[src/rtl/txf_pkg.sv]
package txf_pkg;
  typedef enum logic [1:0] {
    TXS_EMPTY = 2'b00,
    TXS_PART  = 2'b01,
    TXS_FULL  = 2'b11
  } txs_e;

  typedef enum logic {
    PORT_BYTE = 1'b0,
    PORT_HALF = 1'b1
  } port_e;

  localparam int unsigned MAX_LANES = 2;
endpackage

[src/rtl/txf_rst_sync.sv]
module txf_rst_sync #(
  parameter int unsigned STAGES = 2
) (
  input  logic clk,
  input  logic rst_n,
  output logic rst_sync_n
);
  logic [STAGES-1:0] sync_q;
  logic [STAGES-1:0] sync_d;

  always_comb begin
    sync_d = {sync_q[STAGES-2:0], 1'b1};
  end

  always_ff @(posedge clk or negedge rst_n) begin
    if (!rst_n) sync_q <= '0;
    else        sync_q <= sync_d;
  end

  assign rst_sync_n = sync_q[STAGES-1];
endmodule

[src/rtl/txf_space.sv]
module txf_space
  import txf_pkg::*;
#(
  parameter int unsigned DEPTH = 2,
  parameter int unsigned CW    = $clog2(DEPTH + 1)
) (
  input  logic [CW-1:0] fill,
  input  logic          wr_req,
  input  port_e         port,
  input  logic          pop_req,
  output logic          pop_fire,
  output logic [1:0]    push_cnt,
  output logic          stall
);
  localparam logic [CW:0] DEPTH_W = (CW+1)'(DEPTH);

  logic [CW:0] free_now;
  logic [CW:0] free_eff;
  logic [CW:0] need;
  logic        fits;

  always_comb begin
    pop_fire = pop_req && (fill != '0);
    need     = (port == PORT_HALF) ? (CW+1)'(2) : (CW+1)'(1);
    free_now = DEPTH_W - {1'b0, fill};
    free_eff = free_now + (CW+1)'(pop_fire);
    fits     = (free_eff >= need);
    stall    = wr_req && !fits;
    if (wr_req && fits) push_cnt = (port == PORT_HALF) ? 2'd2 : 2'd1;
    else                push_cnt = 2'd0;
  end
endmodule

[src/rtl/txf_store.sv]
module txf_store #(
  parameter int unsigned DEPTH = 2,
  parameter int unsigned PW    = $clog2(DEPTH),
  parameter int unsigned CW    = $clog2(DEPTH + 1)
) (
  input  logic          clk,
  input  logic          rst_n,
  input  logic [1:0]    push_cnt,
  input  logic [7:0]    din_first,
  input  logic [7:0]    din_second,
  input  logic          pop_fire,
  output logic [7:0]    head,
  output logic [CW-1:0] fill
);
  localparam logic [PW:0] DEPTH_P = (PW+1)'(DEPTH);

  function automatic logic [PW-1:0] ptr_add(input logic [PW-1:0] p,
                                            input logic [1:0]    step);
    logic [PW:0] sum;
    sum = {1'b0, p} + (PW+1)'(step);
    if (sum >= DEPTH_P) sum = sum - DEPTH_P;
    return sum[PW-1:0];
  endfunction

  logic [7:0]    slot_q [DEPTH];
  logic [PW-1:0] wptr_q, wptr_d, wptr_nxt1;
  logic [PW-1:0] rptr_q, rptr_d;
  logic [CW-1:0] fill_q, fill_d;
  logic          state_en;

  always_comb begin
    wptr_nxt1 = ptr_add(wptr_q, 2'd1);
    wptr_d    = ptr_add(wptr_q, push_cnt);
    rptr_d    = pop_fire ? ptr_add(rptr_q, 2'd1) : rptr_q;
    fill_d    = fill_q + CW'(push_cnt) - CW'(pop_fire);
    state_en  = (push_cnt != 2'd0) || pop_fire;
  end

  always_ff @(posedge clk or negedge rst_n) begin
    if (!rst_n) begin
      wptr_q <= '0;
      rptr_q <= '0;
      fill_q <= '0;
    end else if (state_en) begin
      wptr_q <= wptr_d;
      rptr_q <= rptr_d;
      fill_q <= fill_d;
    end
  end

  for (genvar gi = 0; gi < DEPTH; gi++) begin : g_slot
    logic       we_first;
    logic       we_second;
    logic       slot_en;
    logic [7:0] slot_d;

    always_comb begin
      we_first  = (push_cnt != 2'd0) && (wptr_q == PW'(gi));
      we_second = (push_cnt == 2'd2) && (wptr_nxt1 == PW'(gi));
      slot_en   = we_first || we_second;
      slot_d    = we_first ? din_first : din_second;
    end

    always_ff @(posedge clk) begin
      if (slot_en) slot_q[gi] <= slot_d;
    end
  end

  assign head = slot_q[rptr_q];
  assign fill = fill_q;
endmodule

[src/rtl/dual_tx_fifo.sv]
module dual_tx_fifo
  import txf_pkg::*;
#(
  parameter int unsigned DEPTH       = 2,
  parameter int unsigned SYNC_STAGES = 2
) (
  input  logic        clk,
  input  logic        rst_n,
  input  logic        bus_wr_en,
  input  logic        bus_sel,
  input  logic [31:0] bus_wdata,
  output logic        bus_wait,
  output logic [1:0]  tx_status,
  input  logic        eng_pop,
  output logic        eng_valid,
  output logic [7:0]  eng_data
);
  localparam int unsigned PW = $clog2(DEPTH);
  localparam int unsigned CW = $clog2(DEPTH + 1);
  localparam logic [CW-1:0] DEPTH_C = CW'(DEPTH);

  logic          rst_sync_n;
  logic [CW-1:0] fill_cnt;
  logic [1:0]    push_cnt;
  logic          pop_fire;
  port_e         port;
  txs_e          status;
  logic          unused_upper_bits;

  assign port              = port_e'(bus_sel);
  assign unused_upper_bits = ^bus_wdata[31:16];

  txf_rst_sync #(.STAGES(SYNC_STAGES)) u_rst_sync (
    .clk        (clk),
    .rst_n      (rst_n),
    .rst_sync_n (rst_sync_n)
  );

  txf_space #(.DEPTH(DEPTH), .CW(CW)) u_space (
    .fill     (fill_cnt),
    .wr_req   (bus_wr_en),
    .port     (port),
    .pop_req  (eng_pop),
    .pop_fire (pop_fire),
    .push_cnt (push_cnt),
    .stall    (bus_wait)
  );

  txf_store #(.DEPTH(DEPTH), .PW(PW), .CW(CW)) u_store (
    .clk        (clk),
    .rst_n      (rst_sync_n),
    .push_cnt   (push_cnt),
    .din_first  (bus_wdata[7:0]),
    .din_second (bus_wdata[15:8]),
    .pop_fire   (pop_fire),
    .head       (eng_data),
    .fill       (fill_cnt)
  );

  always_comb begin
    if (fill_cnt == '0)          status = TXS_EMPTY;
    else if (fill_cnt == DEPTH_C) status = TXS_FULL;
    else                          status = TXS_PART;
  end

  assign tx_status = status;
  assign eng_valid = (fill_cnt != '0);
endmodule

[config.mk]
export PLATFORM = sky130hd
export DESIGN_NAME = dual_tx_fifo
export DESIGN_NICKNAME = d
export VERILOG_FILES = /design/src/rtl/txf_pkg.sv /design/src/rtl/txf_rst_sync.sv /design/src/rtl/txf_space.sv /design/src/rtl/txf_store.sv /design/src/rtl/dual_tx_fifo.sv
export SDC_FILE = /design/constraint.sdc
export NUM_CORES = 1
export LEC_CHECK = 0
export BUFFER_PORTS_ARGS = -buffer_cell sky130_fd_sc_hd__buf_2
export CAP_MARGIN = 20
export CORE_ASPECT_RATIO = 1.5
export CORE_UTILIZATION = 49
export CTS_BUF_LIST = sky130_fd_sc_hd__clkbuf_2
export DETAILED_ROUTE_END_ITERATION = 8
export PLACE_DENSITY = 0.81
export SYNTH_ARGS = -nofsm -noshare
export SYNTH_HDL_FRONTEND = slang
export SYNTH_SLANG_ARGS = --single-unit
[constraint.sdc]
create_clock -name clk -period 2.7 [get_ports clk]
set_clock_uncertainty 0.15 [all_clocks]
set_input_delay 0.405 -clock clk [delete_from_list [all_inputs] [get_ports clk]]
set_output_delay 0.405 -clock clk [all_outputs]
set_load 0.005 [all_outputs]
== Word-level counts from Yosys, hierarchy flattened ==
Memories as Yosys holds them, arrays and structs flattened.
Index checks and enable logic that the tools add are counted.
Storage, ports and cells
  bits in registers: 6
  RAM bits: 16
  bits of input ports: 37
  output and inout bits: 12
  word-level logic and storage cells: 52
  memories: 1
Operators by class
  $add $sub $neg: 10
  $lt $le $gt $ge: 4
  equality and inequality tests: 2
  mux-type cells: 14
  bitwise gates (word level): 2
  reductions and logical operators: 15
Memory list
  u_store.slot_q: depth 2, width 8, read ports 1, clocked after memory_dff 0, wr ports 2, RTL line txf_store.sv:25  | logic [7:0] slot_q [DEPTH];
Operators with widths (number)
  8-bit 2-to-1 mux: 2
  2-bit 2-to-1 mux: 5
  1-bit logical AND: 7
  1-bit 2-to-1 mux: 7
  2-bit >= comparator, second input constant: 3
  1-bit by 1-bit adder with 2-bit output, second input constant: 2
  2-bit == test, second input constant: 2
  2-bit nonzero test: 2
  3-bit by 1-bit adder with 3-bit output: 1
  3-bit >= comparator: 1
  1-bit logical OR: 3
  1-bit subtractor, second input constant: 3
  2-bit by 2-bit subtractor with 3-bit output, first input constant: 1
  1-bit by 2-bit adder with 2-bit output: 1
  2-bit adder: 1
  2-bit logical NOT: 1
  1-bit inverter: 2
  2-bit AND reduction: 1
  2-bit by 1-bit subtractor with 2-bit output: 1
  1-bit logical NOT: 1

== Longest topological paths before layout ==
Gate-level depths: netlist (run 1).
  word-level depth: 11
  depth in mapped cells: 14

== By module ==
Synthesis (run 1) repeated with hierarchy kept, for this count alone.
Unflattened totals
  cell total of the unflattened synthesis: 85
  area total of the unflattened synthesis: 1214.9 µm²
Modules (own cells, without submodules)
  txf_store: times used 1, cells an instance 65, area an instance 1019.7 µm², sequential area each 580.6 µm²
  txf_space: times used 1, cells an instance 14, area an instance 121.4 µm², sequential area each 0.0 µm²
  txf_rst_sync: times used 1, cells an instance 3, area an instance 53.8 µm², sequential area each 50.0 µm²
  dual_tx_fifo: times used 1, cells an instance 3, area an instance 20.0 µm², sequential area each 0.0 µm²

== Worst setup path after synthesis (run 1) ==
OpenSTA, ideal clock, no wires.
  kind: reg2reg
  start point: reg u_store.fill_q[1] (netlist: u_store.fill[1])
  end point: reg u_store.fill_q[1] (netlist: u_store.fill[1])
  library setup time: 0.128 ns
  data arrival time: 2.713 ns
  data required time: 2.422 ns
  path slack: -0.291 ns
  cell stages (with the launch flop): 14
  path buffers: 0
  clock period less this slack: 2.991 ns
  cells stage by stage: dfrtp_1 -> or2_2 -> nand2_1 -> inv_1 -> ha_1 -> ha_1 -> nand2b_1 -> a31oi_4 -> nor2_1 -> ha_1 -> xor2_1 -> xnor2_1 -> mux2i_1 -> xor2_1
On the way
  cells in the longest elaborated chain, start to end: 8
  elaborated cells between the ends (all ways): 11
  those cells by class: add/sub (4); order compare (1); mux (1); reduce/logical (5)
RTL lines
  start: declaration: RTL line txf_store.sv:28  | logic [CW-1:0] fill_q, fill_d;
  start signal: assignment: RTL line txf_store.sv:47  | fill_q <= fill_d;
  2-bit nonzero test (*)
  net eng_valid: RTL line dual_tx_fifo.sv:15  | output logic eng_valid,
  1-bit logical AND (*): RTL line txf_space.sv:23  | pop_fire = pop_req && (fill != '0);
  3-bit by 1-bit adder with 3-bit output: RTL line txf_space.sv:26  | free_eff = free_now + (CW+1)'(pop_fire);
  3-bit >= comparator: RTL line txf_space.sv:27  | fits = (free_eff >= need);
  1-bit logical AND: RTL line txf_space.sv:29  | if (wr_req && fits) push_cnt = (port == PORT_HALF) ? 2'd2 : 2'd1;
  2-bit 2-to-1 mux: RTL line txf_space.sv:29
  2-bit adder or 2-bit nonzero test (tied branches): RTL line txf_store.sv:35, txf_store.sv:36
  2-bit by 1-bit subtractor with 2-bit output or 1-bit logical OR (tied branches): RTL line txf_store.sv:35, txf_store.sv:36
The timed path passes the listed nets; every way through them passes the cells marked *.
A chain may end at the register's enable or synchronous reset.

==> results of run 1 <==
-- metrics by stage --
stage / cells / worst slack (ps)
3_3_place_gp: 145 / -89.3
2_1_floorplan: 85 / -61.9
6_report: 159 / -87.0
4_1_cts: 154 / -33.1
5_1_grt: 159 / -165
3_5_place_dp: 145 / -160
-- worst register-to-register path, delay by kind of cell (launching register included) --
kind / cells / cell delay [ps]
fa+ha+maj: 2 / 480
buf+inv: 3 / 330
flops: 1 / 420
simple gates: 4 / 690
mux: 1 / 380
compound gates: 1 / 100
-- flip-flops by register name (all words and copies together), names as in the netlist --
| register | cells |
|---|---|
| u_store.slot_q | 16 |
| u_rst_sync.sync_q | 2 |
| u_store.fill | 2 |
| u_store.wptr_q | 1 |
| u_store.rptr_q | 1 |
-- what timing repair did --
item | in CTS | in global routing
hold endpoints to repair | 6 | 0
pin swaps | 9 | 12
hold buffers | 2 | 0
gates resized for setup | 9 | 3
setup endpoints to repair | 25 | 26
buffers inserted | 3 | 5
-- cells by family after synthesis --
group	after synthesis	share of synthesized area [%]
and+or+nand+nor	11	4.42
xor gates and xnor gates	5	3.59
buffers and inverters	9	3.70
muxes	26	26.4
AOI/OAI and AO/OA	5	3.70
other	1	0.308
DFF	22	51.7
adders and majority gates	6	6.16
-- cell usage in the layout, fill, tap and decap left out, types with 2 or more instances in the layout --
cell type and instances:
inv_1 4, nand2_1 3, xor2_1 2, a21oi_2 3, edfxtp_1 16, mux2_4 8, buf_2 32, mux2_2 17
xnor2_1 2, ha_4 5, clkbuf_2 4, dlygate4sd3_1 2, dfrtp_1 6, buf_4 15
-- power by group through the flow --
stage / clock network [mW] / registers, mW / logic (mW)
2_1_floorplan: 0 / 0.613 / 0.733
3_3_place_gp: 0 / 0.638 / 1.00
3_5_place_dp: 0 / 0.649 / 1.04
4_1_cts: 0.130 / 0.643 / 1.18
5_1_grt: 0.143 / 0.656 / 1.38
6_report: 0.130 / 0.638 / 1.28
-- cell type report --
| class | instances | area, sq um |
|---|---|---|
| sequential | 22 | 631 |
| clock buffer | 4 | 20.0 |
| inverter | 6 | 25.0 |
| timing repair buffer | 50 | 313 |
| tap | 23 | 28.8 |
| multi-input combinational | 54 | 658 |
| fill | 152 | 611 |
-- worst max-delay path by stage --
stage	startpoint	to	cells past startpoint
4_1_cts	u_store.fill[1]$_DFFE_PN0P_	u_store.slot_q[1][6]$_DFFE_PP_	8
3_5_place_dp	eng_pop	u_store.slot_q[0][3]$_DFFE_PP_	10
6_report	u_store.fill[0]$_DFFE_PN0P_	u_store.slot_q[0][3]$_DFFE_PP_	11
2_1_floorplan	u_store.fill[0]$_DFFE_PN0P_	u_store.fill[1]$_DFFE_PN0P_	13
5_1_grt	u_store.fill[0]$_DFFE_PN0P_	u_store.slot_q[0][6]$_DFFE_PP_	11
3_3_place_gp	eng_pop	u_store.slot_q[0][4]$_DFFE_PP_	10
-- per-layer routing --
layer / track usage (%) / share of wire (%) / vias to the layer above
met5: 0 / 0 / -
met4: 5.86 / 1.4 / 0
met3: 3.44 / 5.1 / 4
met2: 34.8 / 58 / 28
met1: 16.4 / 35 / 407
li1: - / - / 398
==> flow_summary_export.csv, run 1 <==
group,metric,value,unit
grt,antenna_found_initial,0,
floorplanning,initial_core_util,53.3,%
worst_setup_path,ff2ff_setup_slack,-90,ps
place,dp_hpwl,1.61,mm
detailed_routing,wl,2.31,mm
logic_synthesis,synth.distinct_cells,23,
sta,slew_violations,0,
sta,hold_viol_final,0,
logic_synthesis,ys_warn_count,0,
logic_synthesis,synth_edf_count,16,
worst_setup_path,critical_path_class,"reg2reg",
logic_synthesis,yosysTopAreaCell,"edfxtp_1",
clock_network,insertion_delay,300,ps
detailed_routing,postRouteAntennaNets,0,
clock_network,cts_max_level,1,
worst_setup_path,r2r_cells,11,
cells_and_area,final_area,0.00168,sq mm
worst_setup_path,cp_top_family,"simple AND/OR/NAND/NOR gates",
logic_synthesis,synth.avg_cell_area,14.3,sq um
sta,max_freq,359,MHz
place,gp_congestion,0.691,
clock_network,cts_buffer_depth,2,
clock_network,cts_sinks,22,
logic_synthesis,synthArstFlopShare,27.3,%
sta,rsz0062_at_grt,"yes",
worst_setup_path,timing.rr.start,"u_store.fill[0]$_DFFE_PN0P_",
worst_setup_path,crit_path_max_incr_delay,420,ps
sta,final.period_utilization,103,%
logic_synthesis,netlist_area,0.00122,sq mm
flow_run,max_cap_violations,0,
status,outcome,"finished with violations",
place,io_buffers,32,
logic_synthesis,ys_ff_latch,22,
worst_setup_path,r2r-end,"u_store.slot_q[0][3]$_DFFE_PP_",
detailed_routing,dr.first_iter.drc_count,15,
sta,setup_viol,25,
floorplanning,die_area,0.00269,sq mm
logic_synthesis,yosysTopAreaCellShare,39.4,%
logic_synthesis,syn_nets,128,
cells_and_area,postLayoutCoreUtil,73.3,%
power_and_ir_drop,p_sw_share,34.1,%
floorplanning,die-width,42.7,um
worst_setup_path,worstSetupEndpointType,"flop",
cells_and_area,antennaDiodeCount,0,
logic_synthesis,synth.most_common_cell,"mux2_2",
cells_and_area,nNetsFinal,180,
grt,overflow,0,
detailed_routing,vias,837,
worst_setup_path,critPathMaxFanout,8,
sta,worst_pin_slew,537,ps
worst_setup_path,cp.arrival,2720,ps
detailed_routing,drcViolationCount,0,
worst_setup_path,crit_chain,"or2_4 > nand2_4 > inv_4 > ha_4 > ha_4 > nand2b_4 > a31oi_4 > buf_4 > buf_4 > nor2_4 > mux2_2",
power_and_ir_drop,switchingPower,0.698,mW
power_and_ir_drop,seq_power_share,31.2,%
sta,holdWs,226,ps
status,failed_checks,"setup timing",
min_path,min_path_type,"in2async",
floorplanning,die_h,63.1,um
grt,grt_max_degree,13,
worst_setup_path,required,2640,ps
clock_network,cts_made_buffers,3,
sta,fin_crit,2790,ps
clock_network,root_buffer,"clkbuf_2",
worst_setup_path,crit_slowest_cell,"dfrtp_1",
clock_network,cts_tree,"built",
worst_setup_path,worstSetupStartpointType,"flop",
grt,grt_pass1_wl,3.57,mm
grt,grt.total_usage,17.5,%
power_and_ir_drop,irDropWorstVdd,786,uV
floorplanning,io_pins,49,
power_and_ir_drop,leakagePower,0.745,nW
floorplanning,row_count,21,
logic_synthesis,synth_flop_cell,"edfxtp_1",
cells_and_area,synthToLayoutAreaGrowth,37.5,%
power_and_ir_drop,clockPowerShare,6.3,%
detailed_routing,routedWlPerCell,14.5,um
cells_and_area,layout-drive-gt1-share,70.6,%
logic_synthesis,ys_top_cells_by_count,"mux2_2 (17), edfxtp_1 (16), mux2_4 (8)",
power_and_ir_drop,p_int,1.35,mW
sta,setup_ws,-87.0,ps
place,place_area,0.00150,sq mm
detailed_routing,dr.pass1.iters,4,
power_and_ir_drop,p_per_area,1220,mW/mm^2
power_and_ir_drop,total_power,2.05,mW
worst_setup_path,cp_num_buf_inv,3,
logic_synthesis,synth_area_leaders,"edfxtp_1 (39%), mux2_2 (16%), dfrtp_1 (12%)",
logic_synthesis,yosysSeqAreaShare,51.7,%
sta,slew_headroom,64.2,%
grt,grt_pass1_vias,846,
floorplanning,coreArea,0.00229,sq mm
logic_synthesis,synthCells,85,
sta,setup_tns,-1150,ps
power_and_ir_drop,comb_power_share,62.5,%
detailed_routing,via_per_inst,5.26,
clock_network,clk_pin_slew,190,ps
Power figures use the tool's default switching activity.
==> inputs of run 2 (changes only) <==
--- a/config.mk
+++ b/config.mk
@@ -7,7 +7,6 @@
 export LEC_CHECK = 0
 export BUFFER_PORTS_ARGS = -buffer_cell sky130_fd_sc_hd__buf_2
 export CAP_MARGIN = 20
-export CORE_ASPECT_RATIO = 1.5
 export CORE_UTILIZATION = 49
 export CTS_BUF_LIST = sky130_fd_sc_hd__clkbuf_2
 export DETAILED_ROUTE_END_ITERATION = 8
==> run 2 against run 1 <==
Compared with the run above:
- the flow still finishes with violations (setup timing)
- count of clock-buffer cells in the layout shrank 1
- sequential share of layout area shrank 0.64 points
- worst setup slack gained 3.5 ps
- fmax grew 0.13%
- final cell count grew 4.4%
- via count shrank 3.5%
- flip-flop and latch count is the same
- sequential power grew 0.6%
- largest power group unchanged
- die area shrank 0.16%
- largest cell class unchanged
- core utilization grew 1.6 points
==> flow_summary_export.csv, run 2 (same netlist as run 1, synthesis figures left out) <==
group,metric,value,unit
status,outcome,"finished with violations",
status,failed_checks,"setup timing",
cells_and_area,fin_cells,166,
clock_network,root_buffer,"clkbuf_2",
place,io_buffers,32,
clock_network,clk_pin_slew,200,ps
power_and_ir_drop,switchingPower,0.718,mW
floorplanning,die_area,0.00269,sq mm
cells_and_area,layout_commonest_cell,"buf_2",
grt,use_met2,36.3,%
sta,fin_crit,2780,ps
sta,setup_tns,-741,ps
sta,slew_headroom,40.5,%
worst_setup_path,cp.arrival,2920,ps
sta,setup_viol,12,
place,gp_congestion,0.736,
cells_and_area,largest_register_ffs,16,
worst_setup_path,crit_chain,"buf_4 > buf_4 > buf_4 > ha_1 > inv_1 > ha_4 > o21a_2 > a31oi_4 > nor2_2 > ha_2 > xor2_2 > xnor2_1 > mux2i_1 > xor2_1",
grt,met1_usage,23.3,%
grt,use_met3,3.22,%
cells_and_area,regMostFlops,"u_store.slot_q",
cells_and_area,fillers,135,
floorplanning,initial_core_util,53.5,%
cells_and_area,nNetsFinal,182,
cells_and_area,layout_common_cells,"buf_2 (32), edfxtp_1 (16), mux2_2 (14), buf_4 (14), mux2_4 (11)",
clock_network,cts_buffer_depth,2,
worst_setup_path,worstSetupEndpointType,"flop",
floorplanning,die-width,51.9,um
worst_setup_path,critPathMaxFanout,6,
power_and_ir_drop,leakagePower,0.773,nW
clock_network,cts_max_level,1,
sta,slew_violations,0,
detailed_routing,vias,808,
clock_network,cts_sinks,22,
min_path,min_path_type,"in2async",
worst_setup_path,critPathMostFrequentCell,"buf_4",
detailed_routing,dr.pass1.iters,4,
power_and_ir_drop,comb_power_share,62.6,%
floorplanning,coreArea,0.00228,sq mm
sta,setup_ws,-83.5,ps
power_and_ir_drop,irDropWorstVdd,952,uV
flow_run,max_cap_violations,0,
power_and_ir_drop,p_int,1.36,mW
detailed_routing,dr.first_iter.drc_count,10,
grt,grt.total_usage,20.2,%
power_and_ir_drop,seq_power_share,30.9,%
grt,grt_pass1_wl,3.84,mm
floorplanning,die_h,51.9,um
sta,holdWs,186,ps
grt,grt_pass1_vias,882,
worst_setup_path,critical_path_class,"reg2reg",
grt,grt_max_degree,13,
power_and_ir_drop,total_power,2.07,mW
worst_setup_path,crit_path_max_incr_delay,420,ps
worst_setup_path,required,2830,ps
cells_and_area,synthToLayoutAreaGrowth,39.8,%
power_and_ir_drop,clockPowerShare,6.4,%
sta,max_freq,359,MHz
detailed_routing,routedWlPerCell,14.8,um
floorplanning,io_pins,49,
detailed_routing,drcViolationCount,0,
power_and_ir_drop,p_per_area,1220,mW/mm^2
place,dp_cells,151,
cells_and_area,antennaDiodeCount,0,
place,dp_hpwl,1.68,mm
worst_setup_path,crit_slowest_cell,"dfrtp_1",
clock_network,cts_tree,"built",
floorplanning,row_count,17,
cells_and_area,layout-drive-gt1-share,68.8,%
grt,busiest_layer,"met2",
detailed_routing,postRouteAntennaNets,0,
grt,antenna_found_initial,0,
sta,final.period_utilization,103,%
sta,worst_pin_slew,893,ps
clock_network,cts_made_buffers,3,
detailed_routing,wl,2.46,mm
sta,rsz0062_at_grt,"yes",
clock_network,insertion_delay,340,ps
worst_setup_path,worstSetupStartpointType,"flop",
power_and_ir_drop,p_sw_share,34.6,%
grt,overflow,0,
sta,hold_viol_final,0,
detailed_routing,via_per_inst,4.87,
[run 2: changes by cell type in the layout (fill, tap and decap cells not counted), moves of 2 or more]
| cell | delta |
|---|---|
| a21oi_2 | -2 |
| buf_6 | +4 |
| a21oi_1 | +2 |
| mux2_4 | +3 |
| mux2_2 | -3 |
[run 2: layout make-up]
class	instances	area [sq um]	share of cell area [%]
multi-input combinational	54	664	39.0
inverter	6	25.0	1.47
timing repair buffer	52	330	19.4
clock inverter	1	3.75	0.220
clock buffer	3	15.0	0.881
tap	28	35.0	2.06
sequential	22	631	37.0
[run 2: path summary, 6_finish.rpt]
kind / from / endpoint / slack [ps] / cells after the start
setup / recovery: u_store.fill[1]$_DFFE_PN0P_ / u_store.fill[1]$_DFFE_PN0P_ / -80 / 14
hold / removal: rst_n / u_rst_sync.sync_q[0]$_DFF_PN0_ / 190 / 2
setup reg to reg: u_store.fill[1]$_DFFE_PN0P_ / u_store.fill[1]$_DFFE_PN0P_ / -80 / 14
hold reg to reg: u_rst_sync.sync_q[0]$_DFF_PN0_ / u_rst_sync.sync_q[1]$_DFF_PN0_ / 250 / 0
max in group asynchronous: u_rst_sync.sync_q[1]$_DFF_PN0_ / u_store.fill[1]$_DFFE_PN0P_ / 1750 / 1
min in group clk: bus_wdata[0] / u_store.slot_q[0][0]$_DFFE_PP_ / 210 / 2
[run 2: through the flow]
step	area, sq um	worst slack [ps]	util, %
finish	1700	-83.5	74.9
global route	1700	-202	74.9
CTS	1650	-46.3	72.3
detailed placement	1500	-133	66.1
global placement	1500	-100	66.1
floorplan	1260	-61.9	-
[run 2: critical path: cells and delay by family, from the launching register on]
family                   cells  cell delay (ps)
adder cells (fa/ha/maj)      3              600
XOR/XNOR                     3              440
buffers and inverters        4              440
AO/OA/AOI/OAI                2              440
flip-flops                   1              420
multiplexers                 1              170
AND/OR/NAND/NOR              1               70
[run 2: repair_timing]
| item | CTS | global route |
|---|---|---|
| endpoints found under the hold margin | 6 | 0 |
| setup endpoints to repair | 30 | 27 |
| hold buffers | 2 | 0 |
| setup buffers | 9 | 3 |
| pin swaps | 10 | 1 |
| resized for setup | 7 | 10 |
[run 2: metal layers]
layer,wire length [um],part of all wire [%]
met3,97,3.9
met2,1300,53
met4,23,0.94
met5,0,0
met1,1030,42
[run 2: power by group through the flow]
stage          sequential (mW)  combinational, mW  clock [mW]
3_3_place_gp             0.637               1.00           0
5_1_grt                  0.660               1.40       0.149
2_1_floorplan            0.613              0.733           0
4_1_cts                  0.643               1.19       0.139
3_5_place_dp             0.650               1.03           0
6_report                 0.642               1.30       0.134
